**config.mk**
```make
export PLATFORM = sky130hd
export DESIGN_NAME = imm_exec_unit
export DESIGN_NICKNAME = d
export VERILOG_FILES = /design/src/rtl/imm_exec_pkg.sv /design/src/rtl/imm_regfile.sv /design/src/rtl/imm_alu.sv /design/src/rtl/imm_sem_bank.sv /design/src/rtl/imm_exec_unit.sv
export SDC_FILE = /design/constraint.sdc
export NUM_CORES = 1
export LEC_CHECK = 0
export ABC_AREA = 1
export BUFFER_PORTS_ARGS = -buffer_cell sky130_fd_sc_hd__buf_2
export CAP_MARGIN = 20
export CORE_MARGIN = 1
export CORE_UTILIZATION = 50
export CTS_BUF_LIST = sky130_fd_sc_hd__clkbuf_16
export CTS_CLUSTER_DIAMETER = 60
export CTS_CLUSTER_SIZE = 16
export DETAILED_ROUTE_END_ITERATION = 10
export PLACE_DENSITY = 0.67
export RECOVER_POWER = 50
export SETUP_SLACK_MARGIN = 0.2
export SLEW_MARGIN = 0
export SYNTH_ARGS = -nofsm -noshare
export SYNTH_HDL_FRONTEND = slang
export SYNTH_SLANG_ARGS = --single-unit
export TNS_END_PERCENT = 20
```
**constraint.sdc**
```tcl
create_clock -name clk -period 11.6 [get_ports clk]
set_input_delay 3.48 -clock clk [delete_from_list [all_inputs] [get_ports clk]]
set_output_delay 3.48 -clock clk [all_outputs]
set_load 0.02 [all_outputs]
```
**src/rtl/imm_exec_pkg.sv**
```systemverilog
package imm_exec_pkg;
  localparam int DW    = 16;
  localparam int IMM_W = 8;
  localparam int SH_W  = 4;
  localparam int NREG  = 8;
  localparam int NSEM  = 8;
  localparam int OP_W  = 4;

  localparam logic [OP_W-1:0] OP_NOP  = 4'd0;
  localparam logic [OP_W-1:0] OP_LSL  = 4'd1;
  localparam logic [OP_W-1:0] OP_LSR  = 4'd2;
  localparam logic [OP_W-1:0] OP_LDL  = 4'd3;
  localparam logic [OP_W-1:0] OP_LDH  = 4'd4;
  localparam logic [OP_W-1:0] OP_ADDL = 4'd5;
  localparam logic [OP_W-1:0] OP_ADDH = 4'd6;
  localparam logic [OP_W-1:0] OP_SUBL = 4'd7;
  localparam logic [OP_W-1:0] OP_CMPL = 4'd8;
  localparam logic [OP_W-1:0] OP_LOCK = 4'd9;
  localparam logic [OP_W-1:0] OP_UNLK = 4'd10;
  localparam logic [OP_W-1:0] OP_JAL  = 4'd11;
  localparam logic [OP_W-1:0] OP_SWI  = 4'd12;

  // flag vector bit positions
  localparam int FLG_N = 3;
  localparam int FLG_Z = 2;
  localparam int FLG_V = 1;
  localparam int FLG_C = 0;
endpackage

```
**src/rtl/imm_regfile.sv**
```systemverilog
module imm_regfile #(
  parameter int DW   = 16,
  parameter int NREG = 8
) (
  input  logic                    clk,
  input  logic                    rst_n,
  input  logic [$clog2(NREG)-1:0] rd_idx,
  output logic [DW-1:0]           rd_data,
  input  logic                    we,
  input  logic [$clog2(NREG)-1:0] wr_idx,
  input  logic [DW-1:0]           wr_data
);
  localparam int AW = $clog2(NREG);

  logic [DW-1:0] entry [NREG];

  for (genvar i = 0; i < NREG; i++) begin : g_reg
    if (i == 0) begin : g_zero
      assign entry[i] = '0;
    end else begin : g_store
      logic [DW-1:0] q;
      logic          hit;
      assign hit = we && (wr_idx == AW'(i));
      always_ff @(posedge clk or negedge rst_n) begin
        if (!rst_n) begin
          q <= '0;
        end else if (hit) begin
          q <= wr_data;
        end
      end
      assign entry[i] = q;
    end
  end

  assign rd_data = entry[rd_idx];
endmodule

```
**src/rtl/imm_alu.sv**
```systemverilog
module imm_alu
  import imm_exec_pkg::*;
#(
  parameter int DW    = 16,
  parameter int IMM_W = 8,
  parameter int SH_W  = 4
) (
  input  logic [OP_W-1:0]  op,
  input  logic [DW-1:0]    rd_val,
  input  logic [IMM_W-1:0] imm,
  input  logic [DW-1:0]    pc,
  input  logic             link_in,
  output logic [DW-1:0]    res,
  output logic             wr_req,
  output logic             flag_upd,
  output logic [3:0]       flags_nxt,
  output logic             link_upd,
  output logic             link_nxt
);
  localparam int HB = DW - IMM_W;

  logic [DW:0]      shl_w;
  logic [DW:0]      shr_w;
  logic [IMM_W:0]   lo_sum;
  logic [IMM_W:0]   hi_sum;
  logic [DW:0]      sub_w;
  logic [IMM_W:0]   cmp_w;
  logic [SH_W-1:0]  amt;
  logic [IMM_W-1:0] lo_b;
  logic [IMM_W-1:0] hi_b;
  logic             n_f, z_f, v_f, c_f;

  assign amt   = imm[SH_W-1:0];
  assign lo_b  = rd_val[IMM_W-1:0];
  assign hi_b  = rd_val[DW-1:HB];
  assign shl_w = {1'b0, rd_val} << amt;
  assign shr_w = {rd_val, 1'b0} >> amt;
  assign lo_sum = {1'b0, lo_b} + {1'b0, imm};
  assign hi_sum = {1'b0, hi_b} + {1'b0, imm} + {{IMM_W{1'b0}}, link_in};
  assign sub_w  = {1'b0, rd_val} - {{(HB+1){1'b0}}, imm};
  assign cmp_w  = {1'b0, lo_b} - {1'b0, imm};

  always_comb begin
    res      = rd_val;
    wr_req   = 1'b0;
    flag_upd = 1'b0;
    link_upd = 1'b0;
    link_nxt = link_in;
    v_f      = 1'b0;
    c_f      = 1'b0;
    unique case (op)
      OP_LSL: begin
        res = shl_w[DW-1:0]; c_f = shl_w[DW];
        wr_req = 1'b1; flag_upd = 1'b1;
      end
      OP_LSR: begin
        res = shr_w[DW:1]; c_f = shr_w[0];
        wr_req = 1'b1; flag_upd = 1'b1;
      end
      OP_LDL: begin
        res = {{HB{1'b0}}, imm}; wr_req = 1'b1;
      end
      OP_LDH: begin
        res = {imm, rd_val[HB-1:0]}; wr_req = 1'b1;
      end
      OP_ADDL: begin
        res = {rd_val[DW-1:IMM_W], lo_sum[IMM_W-1:0]};
        c_f = lo_sum[IMM_W];
        v_f = (lo_b[IMM_W-1] == imm[IMM_W-1]) && (lo_sum[IMM_W-1] != lo_b[IMM_W-1]);
        link_upd = 1'b1; link_nxt = lo_sum[IMM_W];
        wr_req = 1'b1; flag_upd = 1'b1;
      end
      OP_ADDH: begin
        res = {hi_sum[IMM_W-1:0], rd_val[HB-1:0]};
        c_f = hi_sum[IMM_W];
        v_f = (hi_b[IMM_W-1] == imm[IMM_W-1]) && (hi_sum[IMM_W-1] != hi_b[IMM_W-1]);
        wr_req = 1'b1; flag_upd = 1'b1;
      end
      OP_SUBL: begin
        res = sub_w[DW-1:0];
        c_f = sub_w[DW];
        v_f = rd_val[DW-1] && !sub_w[DW-1];
        wr_req = 1'b1; flag_upd = 1'b1;
      end
      OP_CMPL: begin
        c_f = cmp_w[IMM_W];
        v_f = (lo_b[IMM_W-1] != imm[IMM_W-1]) && (cmp_w[IMM_W-1] != lo_b[IMM_W-1]);
        flag_upd = 1'b1;
      end
      OP_JAL: begin
        res = pc + DW'(2); wr_req = 1'b1;
      end
      default: begin
        res = rd_val;
      end
    endcase
  end

  always_comb begin
    if (op == OP_CMPL) begin
      n_f = cmp_w[IMM_W-1];
      z_f = (cmp_w[IMM_W-1:0] == '0);
    end else begin
      n_f = res[DW-1];
      z_f = (res == '0);
    end
  end

  assign flags_nxt = {n_f, z_f, v_f, c_f};
endmodule

```
**src/rtl/imm_sem_bank.sv**
```systemverilog
module imm_sem_bank #(
  parameter int NSEM = 8
) (
  input  logic                    clk,
  input  logic                    rst_n,
  input  logic                    lock_req,
  input  logic                    unlock_req,
  input  logic [$clog2(NSEM)-1:0] idx,
  input  logic [NSEM-1:0]         held_other,
  output logic [NSEM-1:0]         owned,
  output logic                    grant
);
  localparam int SW = $clog2(NSEM);

  logic [NSEM-1:0] owned_q, owned_d;
  logic            grant_q, grant_d;
  logic            may_take;

  assign may_take = owned_q[idx] || !held_other[idx];

  always_comb begin
    owned_d = owned_q;
    grant_d = 1'b0;
    for (int i = 0; i < NSEM; i++) begin
      if (idx == SW'(i)) begin
        if (lock_req && may_take) begin
          owned_d[i] = 1'b1;
        end else if (unlock_req && owned_q[i]) begin
          owned_d[i] = 1'b0;
        end
      end
    end
    if (lock_req && may_take) begin
      grant_d = 1'b1;
    end
  end

  always_ff @(posedge clk or negedge rst_n) begin
    if (!rst_n) begin
      owned_q <= '0;
      grant_q <= 1'b0;
    end else begin
      owned_q <= owned_d;
      grant_q <= grant_d;
    end
  end

  assign owned = owned_q;
  assign grant = grant_q;
endmodule

```
**src/rtl/imm_exec_unit.sv**
```systemverilog
module imm_exec_unit
  import imm_exec_pkg::*;
#(
  parameter int P_DW    = imm_exec_pkg::DW,
  parameter int P_IMM_W = imm_exec_pkg::IMM_W,
  parameter int P_SH_W  = imm_exec_pkg::SH_W,
  parameter int P_NREG  = imm_exec_pkg::NREG,
  parameter int P_NSEM  = imm_exec_pkg::NSEM
) (
  input  logic                      clk,
  input  logic                      rst_n,
  input  logic                      op_valid,
  input  logic [OP_W-1:0]           op_code,
  input  logic [$clog2(P_NREG)-1:0] op_reg,
  input  logic [P_IMM_W-1:0]        op_imm,
  input  logic [P_DW-1:0]           pc_in,
  input  logic [P_NSEM-1:0]         sem_held_other,
  output logic                      wr_en,
  output logic [$clog2(P_NREG)-1:0] wr_idx,
  output logic [P_DW-1:0]           wr_data,
  output logic [3:0]                flags,
  output logic [P_DW-1:0]           pc_next,
  output logic                      pc_redirect,
  output logic [P_NSEM-1:0]         sem_owned,
  output logic                      sem_grant,
  output logic                      irq_valid,
  output logic [7:0]                irq_chan
);
  localparam int AW = $clog2(P_NREG);
  localparam int SW = $clog2(P_NSEM);

  // reset: asserted asynchronously, released on the clock
  logic rst_meta, rst_sync_n;
  always_ff @(posedge clk or negedge rst_n) begin
    if (!rst_n) begin
      rst_meta   <= 1'b0;
      rst_sync_n <= 1'b0;
    end else begin
      rst_meta   <= 1'b1;
      rst_sync_n <= rst_meta;
    end
  end

  logic [P_DW-1:0] rd_val;
  logic [P_DW-1:0] alu_res;
  logic            alu_wr, alu_fu, alu_lu, alu_link;
  logic [3:0]      alu_flags;
  logic            link_q, link_d;
  logic            rf_we;
  logic            is_jal, is_swi, is_lock, is_unlk;

  imm_regfile #(.DW(P_DW), .NREG(P_NREG)) u_rf (
    .clk     (clk),
    .rst_n   (rst_sync_n),
    .rd_idx  (op_reg),
    .rd_data (rd_val),
    .we      (rf_we),
    .wr_idx  (op_reg),
    .wr_data (alu_res)
  );

  imm_alu #(.DW(P_DW), .IMM_W(P_IMM_W), .SH_W(P_SH_W)) u_alu (
    .op        (op_code),
    .rd_val    (rd_val),
    .imm       (op_imm),
    .pc        (pc_in),
    .link_in   (link_q),
    .res       (alu_res),
    .wr_req    (alu_wr),
    .flag_upd  (alu_fu),
    .flags_nxt (alu_flags),
    .link_upd  (alu_lu),
    .link_nxt  (alu_link)
  );

  assign is_jal  = op_valid && (op_code == OP_JAL);
  assign is_swi  = op_valid && (op_code == OP_SWI);
  assign is_lock = op_valid && (op_code == OP_LOCK);
  assign is_unlk = op_valid && (op_code == OP_UNLK);
  assign rf_we   = op_valid && alu_wr && (op_reg != '0);

  imm_sem_bank #(.NSEM(P_NSEM)) u_sem (
    .clk        (clk),
    .rst_n      (rst_sync_n),
    .lock_req   (is_lock),
    .unlock_req (is_unlk),
    .idx        (op_imm[SW-1:0]),
    .held_other (sem_held_other),
    .owned      (sem_owned),
    .grant      (sem_grant)
  );

  // output and state registers
  logic            wr_en_q, wr_en_d;
  logic [AW-1:0]   wr_idx_q;
  logic [P_DW-1:0] wr_data_q;
  logic [3:0]      flags_q, flags_d;
  logic            flags_ce;
  logic [P_DW-1:0] pc_q, pc_d;
  logic            pc_ce;
  logic            redir_q, redir_d;
  logic            irq_q, irq_d;
  logic [7:0]      chan_q;

  always_comb begin
    wr_en_d  = rf_we;
    flags_ce = op_valid && alu_fu;
    flags_d  = alu_flags;
    link_d   = (op_valid && alu_lu) ? alu_link : link_q;
    pc_ce    = op_valid;
    pc_d     = is_jal ? rd_val : (pc_in + P_DW'(2));
    redir_d  = is_jal;
    irq_d    = is_swi;
  end

  always_ff @(posedge clk or negedge rst_sync_n) begin
    if (!rst_sync_n) begin
      wr_en_q   <= 1'b0;
      wr_idx_q  <= '0;
      wr_data_q <= '0;
      flags_q   <= '0;
      link_q    <= 1'b0;
      pc_q      <= '0;
      redir_q   <= 1'b0;
      irq_q     <= 1'b0;
      chan_q    <= '0;
    end else begin
      wr_en_q <= wr_en_d;
      redir_q <= redir_d;
      irq_q   <= irq_d;
      link_q  <= link_d;
      if (wr_en_d) begin
        wr_idx_q  <= op_reg;
        wr_data_q <= alu_res;
      end
      if (flags_ce) begin
        flags_q <= flags_d;
      end
      if (pc_ce) begin
        pc_q <= pc_d;
      end
      if (is_swi) begin
        chan_q <= rd_val[7:0];
      end
    end
  end

  assign wr_en       = wr_en_q;
  assign wr_idx      = wr_idx_q;
  assign wr_data     = wr_data_q;
  assign flags       = flags_q;
  assign pc_next     = pc_q;
  assign pc_redirect = redir_q;
  assign irq_valid   = irq_q;
  assign irq_chan    = chan_q;
endmodule

```
Yosys cells after proc, flatten, opt, wreduce, memory -nomap -nowiden
Index checks and enable logic that the tools add are counted.
W data, S select, Z words.

word-level totals
  input bits = 42
  logic and storage cells = 157
  register bits after elaboration = 174

operators by class
  bitwise gates (word level) = 1
  $lt $le $gt $ge = 2
  mux-type cells = 33
  $add $sub $neg = 6
  reduce and logical (&&, ||, !) cells = 54
  equal/unequal tests = 32
  shift operators = 2

operators with widths
  kind                     count
  $pmux W16 S8             1
  $bmux W16 S3             1
  $mux W16                 3
  $logic_and A1 B1 Y1      28
  $eq A3 B3 Y1 const B     8
  $mux W1                  24
  $eq A4 B4 Y1 const B     5
  $add A8 B8 Y9            2
  $reduce_and A2 Y1        9
  $shl A16 B4 Y17          1
  $shr A17 B4 Y17          1
  $sub A16 B8 Y17          1
  $add A16 B2 Y16 const B  1
  $eq A4 B3 Y1 const B     4
  $logic_not A16 Y1        1
  $reduce_bool A2 Y1       8
  $eq A3 B2 Y1 const B     4
  $add A9 B1 Y9            1
  $sub A8 B8 Y9            1
  $eq A4 B2 Y1 const B     2
  $logic_not A8 Y1         1
  $reduce_or A8 Y1         1
  $bmux W1 S3              2
  $eq A3 B1 Y1 const B     2
  other kinds (13)         18

Depth between registers and ports, before layout
  depth after elaboration = 9
  depth in mapped cells = 29
  gate-level depth less buffers = 26

Modules after synthesis
Synthesis repeated with hierarchy kept, for this count alone.

unflattened totals
  cells, all modules = 2,026
  area total of the unflattened synthesis = 12,741.0 µm²

modules (own cells, without submodules)
  module         area an instance (µm²)  times used  cells each  seq. area each (µm²)
  imm_regfile    5,450.2                 1           747         2,802.7
  imm_alu        4,177.8                 1           888         0.0
  imm_exec_unit  2,524.9                 1           311         1,326.3
  imm_sem_bank   588.1                   1           80          225.2

Worst setup path after synthesis
No wires, ideal clock.

  path kind = input -> register
  from = in op_reg[1]
  to = reg flags_q[2] (netlist: flags[2])
  required time = 11,523 ps
  setup slack = 5,032 ps
  stages on the path = 24
  data arrival time = 6,491 ps
  cell sequence = buf_4 nand2_2 inv_1 nand2_1 nand4_1 nand2_1 inv_1 ha_1 o21ai_0 a21boi_0 nand2_1 nand2_1 nand4_1 nor4_1 ha_1 nand2_1 nand4_1 nor2_1 nand2_1 nor2_2 nand3_1 nor2_1 nand3_1 a21oi_1

between the ends
  elaborated cells on any way between the ends = 15
  classes of those cells = 5 x add/sub; 2 x shift; 5 x mux; 1 x bitwise; 2 x reduce/logical

RTL lines
  what                                            line                  RTL
  start: declaration                              imm_exec_unit.sv:14   input logic [$clog2(P_NREG)-1:0] op_reg,
  $not A3 Y4 (not written as such) *              imm_regfile.sv:35     assign rd_data = entry[rd_idx];
  $bmux W16 S3 *                                  imm_regfile.sv:35
  $mux W16 (not written as such) * (2 in series)  imm_regfile.sv:35
  net rd_val[4]                                   imm_exec_unit.sv:44   logic [P_DW-1:0] rd_val;
  $sub A16 B8 Y17, or another cell as far along   imm_alu.sv:40         assign sub_w = {1'b0, rd_val} - {{(HB+1){1'b0}}, imm};
  $pmux W16 S8                                    imm_alu.sv:51         unique case (op)
  $logic_not A16 Y1                               imm_alu.sv:105        z_f = (res == '0);
  $mux W1 *                                       imm_alu.sv:100        if (op == OP_CMPL) begin
  end signal: assignment                          imm_exec_unit.sv:137  flags_q <= flags_d;
  end: declaration                                imm_exec_unit.sv:97   logic [3:0] flags_q, flags_d;

The timed path passes the listed nets; every way through them passes the cells marked *. The select of a mux whose other input is x is not followed.
A chain may end at the register's enable or synchronous reset.

Worst setup path after layout
Ends and elaborated chain as after synthesis.

==> impl_metrics.py <==
metrics = {
    "layout": {
        "area_growth_pct": 9.83,
        "final_area_sq_um": 12600,
        "diodes": 0,
        "drive_gt1_share_pct": 9.46,
        "post-route-util_pct": 56.0,
        "nets": 1826,
    },
    "worst_setup_path": {
        "rrSetupSlack_ps": 4280,
        "crit_start": "op_reg[1]",
        "crit_fanout": 36,
        "endpoint": "flags[2]",
        "cpPeakStageDelay_ps": 580,
        "crit_path_start_kind": "input pin",
        "cpMaxStageDelayCell": "buf_2",
        "regToRegStartpoint": "rst_sync_n",
        "reg2reg_to": "pc_next[9]",
        "critPathBufInv": 4,
        "cp.arrival_ps": 8090,
        "required_ps": 11970,
        "crit_family": "simple AND/OR/NAND/NOR gates",
        "rr_worst_depth": 2,
        "endpoint_kind": "register",
        "cp.depth": 26,
        "crit_top_cell": "nand2_1",
        "critPathKind": "in2reg",
    },
    "global_route": {
        "gr-usage-all-layers_pct": 36.2,
        "grt_max_degree": 66,
        "grt_remaining_overflow": 0,
        "grt_pass1_vias": 10955,
        "grt_pass1_wl_mm": 64.9,
        "grt_antenna_before_repair": 0,
    },
    "route": {
        "vias": 12074,
        "drt_iter0_drc": 1365,
        "wl_per_cell_um": 20.4,
        "post_drt_via_cell_ratio": 5.89,
        "drtAntennaViolNets": 0,
        "dr.pass1.iters": 6,
        "drt_wl_total_mm": 41.8,
        "drc": 0,
    },
    "floorplanning": {
        "die_y_um": 154,
        "io_pins": 101,
        "die_w_um": 154,
        "core_area_sq_um": 22600,
        "fp-row-count": 55,
        "initial_utilization_pct": 51.0,
        "dieArea_sq_um": 23600,
    },
    "clock_network": {
        "post_cts_resized": 0,
        "cts_buffer_depth": 2,
        "path_clk_slew_ps": 80,
        "cts_max_level": 4,
        "cts_tree": "yes",
        "cts.sinks": 174,
        "clock-root-buffer": "clkbuf_16",
        "numCtsBuffers": 17,
        "clock_latency_ps": 430,
        "cts_hold_buf": 0,
        "postCtsSetupRepairBufs": 0,
    },
    "sta": {
        "finalSetupViolCount": 0,
        "maxSlewViolCount": 177,
        "finalHoldViolCount": 0,
        "tightest_slew_ps": 3100,
        "period_minus_slack_ps": 7720,
        "max_freq_mhz": 130,
        "slew_headroom_pct": -107,
        "fin_crit_sh_pct": 66.5,
        "worst_slack_ps": 3880,
        "clock_skew_ps": 17.0,
        "timing.setup.tns_ps": 0,
        "rsz0062_at_grt": "no",
    },
    "logic_synthesis": {
        "synthArstFlopShare_pct": 100,
        "synth_cell_types": 51,
        "synth_ff_type": "dfrtp_1",
        "synth-seq-area-share_pct": 37.8,
        "synth_warnings": 0,
        "synth-edff-count": 0,
        "synth-seq-cells": 174,
        "synth_area_per_cell_sq_um": 6.78,
        "syn_inst": 1697,
        "synth_area_sq_um": 11500,
        "synth_nets": 1771,
    },
    "run_status": {
        "outcome": "finished with violations",
        "violations": "max-capacitance violations, max-slew violations",
    },
    "pwr": {
        "internal_power_mw": 1.20,
        "ir_drop_mv": 0.0971,
        "pwr-share-seq_pct": 40.3,
        "leakage_nw": 6.44,
        "p_clk_share_pct": 28.9,
        "switching_share_pct": 39.8,
        "p_comb_share_pct": 30.7,
        "p_per_area_nw_per_um2": 158,
        "switching_power_mw": 0.794,
        "power_mw": 1.99,
    },
    "placement": {
        "dp_hpwl_mm": 30.3,
        "port_buffers": 100,
        "gp_congestion": 0.997,
        "place_ws_ps": 3460,
        "place_area_sq_um": 12100,
    },
    "hold_path": {
        "hp-class": "reg2reg",
    },
    "run": {
        "drv_cap": 3,
    },
}
==> metal layers <==
metal | part of all wire [%] | vias to the layer above | global-route usage [%]
li1 | - | 5673 | -
met1 | 45 | 5706 | 53.8
met2 | 41 | 621 | 51.2
met3 | 11 | 74 | 9.13
met4 | 2.7 | 0 | 11.0
met5 | 0 | - | 0
==> power by group through the flow <==
| stage | Clock [mW] | Sequential [mW] | Combinational (mW) |
|---|---|---|---|
| finish | 0.577 | 0.804 | 0.612 |
| global route | 0.604 | 0.817 | 0.680 |
| CTS | 0.581 | 0.802 | 0.605 |
| detailed placement | 0 | 0.811 | 0.602 |
| global placement | 0 | 0.813 | 0.596 |
| floorplan | 0 | 0.836 | 0.374 |
==> worst min path at each step <==
| stage | start | end | slack [ps] | cells after the start |
|---|---|---|---|---|
| 4_1_cts | rst_meta | rst_sync_n | 370 | 0 |
| 2_1_floorplan | rst_meta | rst_sync_n | 330 | 0 |
| 6_report | rst_meta | rst_sync_n | 370 | 0 |
| 3_5_place_dp | rst_meta | rst_sync_n | 340 | 0 |
| 3_3_place_gp | rst_meta | rst_sync_n | 340 | 0 |
| 5_1_grt | rst_meta | rst_sync_n | 370 | 0 |
==> state kept, by name (all words and copies together) (netlist names), 3 cells and up <==
signal and count:
flags 4, irq_chan 8, pc_next 16, u_rf.g.g_store.q 112, u_sem.owned 8, wr_data 16
wr_idx 3
==> layout by cell type (no fill, tap or decap), drive strengths merged <==
cell type	n
nand2	666
nand3	178
o21ai	176
dfrtp	174
inv	125
nor2	106
buf	79
a21oi	53
clkbuf	48
nand4	33
ha	28
clkinv	14
xor2	12
nor3	9
o221ai	8
o211ai	7
a22oi	5
or2	5
o31ai	4
fa	4
nor4	3
a31oi	3
a211oi	3
o22ai	3
xnor2	3
o2111ai	2
a221oi	2
nand3b	2
nor3b	2
a21boi	1
a22o	1
o21bai	1
a2111oi	1
a32o	1
o41ai	1
o21a	1
conb	1
==> cells in the mapped netlist, drive strengths merged (12+ instances only) <==
cell	count	area share [%]
ha	28	3.0
buf	31	1.7
xor2	12	0.91
nor2	106	3.7
o21ai	176	7.9
a21oi	53	2.3
nand2	666	22
inv	117	3.9
nand4	33	1.9
clkbuf	43	1.4
nand3	178	7.8
dfrtp	174	38
==> kinds of logic after synthesis <==
kind of cell    count (synthesis)  share of synthesized area, %
buf+inv                       198                          7.18
compound gates                273                          13.2
flops                         174                          37.8
simple gates                 1004                          36.9
xor+xnor                       15                          1.14
other cells                     1                        0.0326
fa+ha+maj                      32                          3.74
==> cell type report <==
type | instances | area [sq um]
fill | 2245 | 9940
multi-input combinational | 1325 | 6330
sequential | 174 | 4350
timing repair buffer | 110 | 532
inverter | 124 | 470
clock buffer | 17 | 425
tap | 285 | 357
clock inverter | 15 | 169
==> metrics by stage <==
| stage | hold WS (ps) | std cells |
|---|---|---|
| final | 368 | 2050 |
| after global routing | 369 | 2050 |
| after CTS | 367 | 2049 |
| after detailed placement | 336 | 2017 |
| after global placement | 344 | 2017 |
| after floorplan | 331 | 1697 |
No activity file was read; power rests on OpenSTA's default activity.
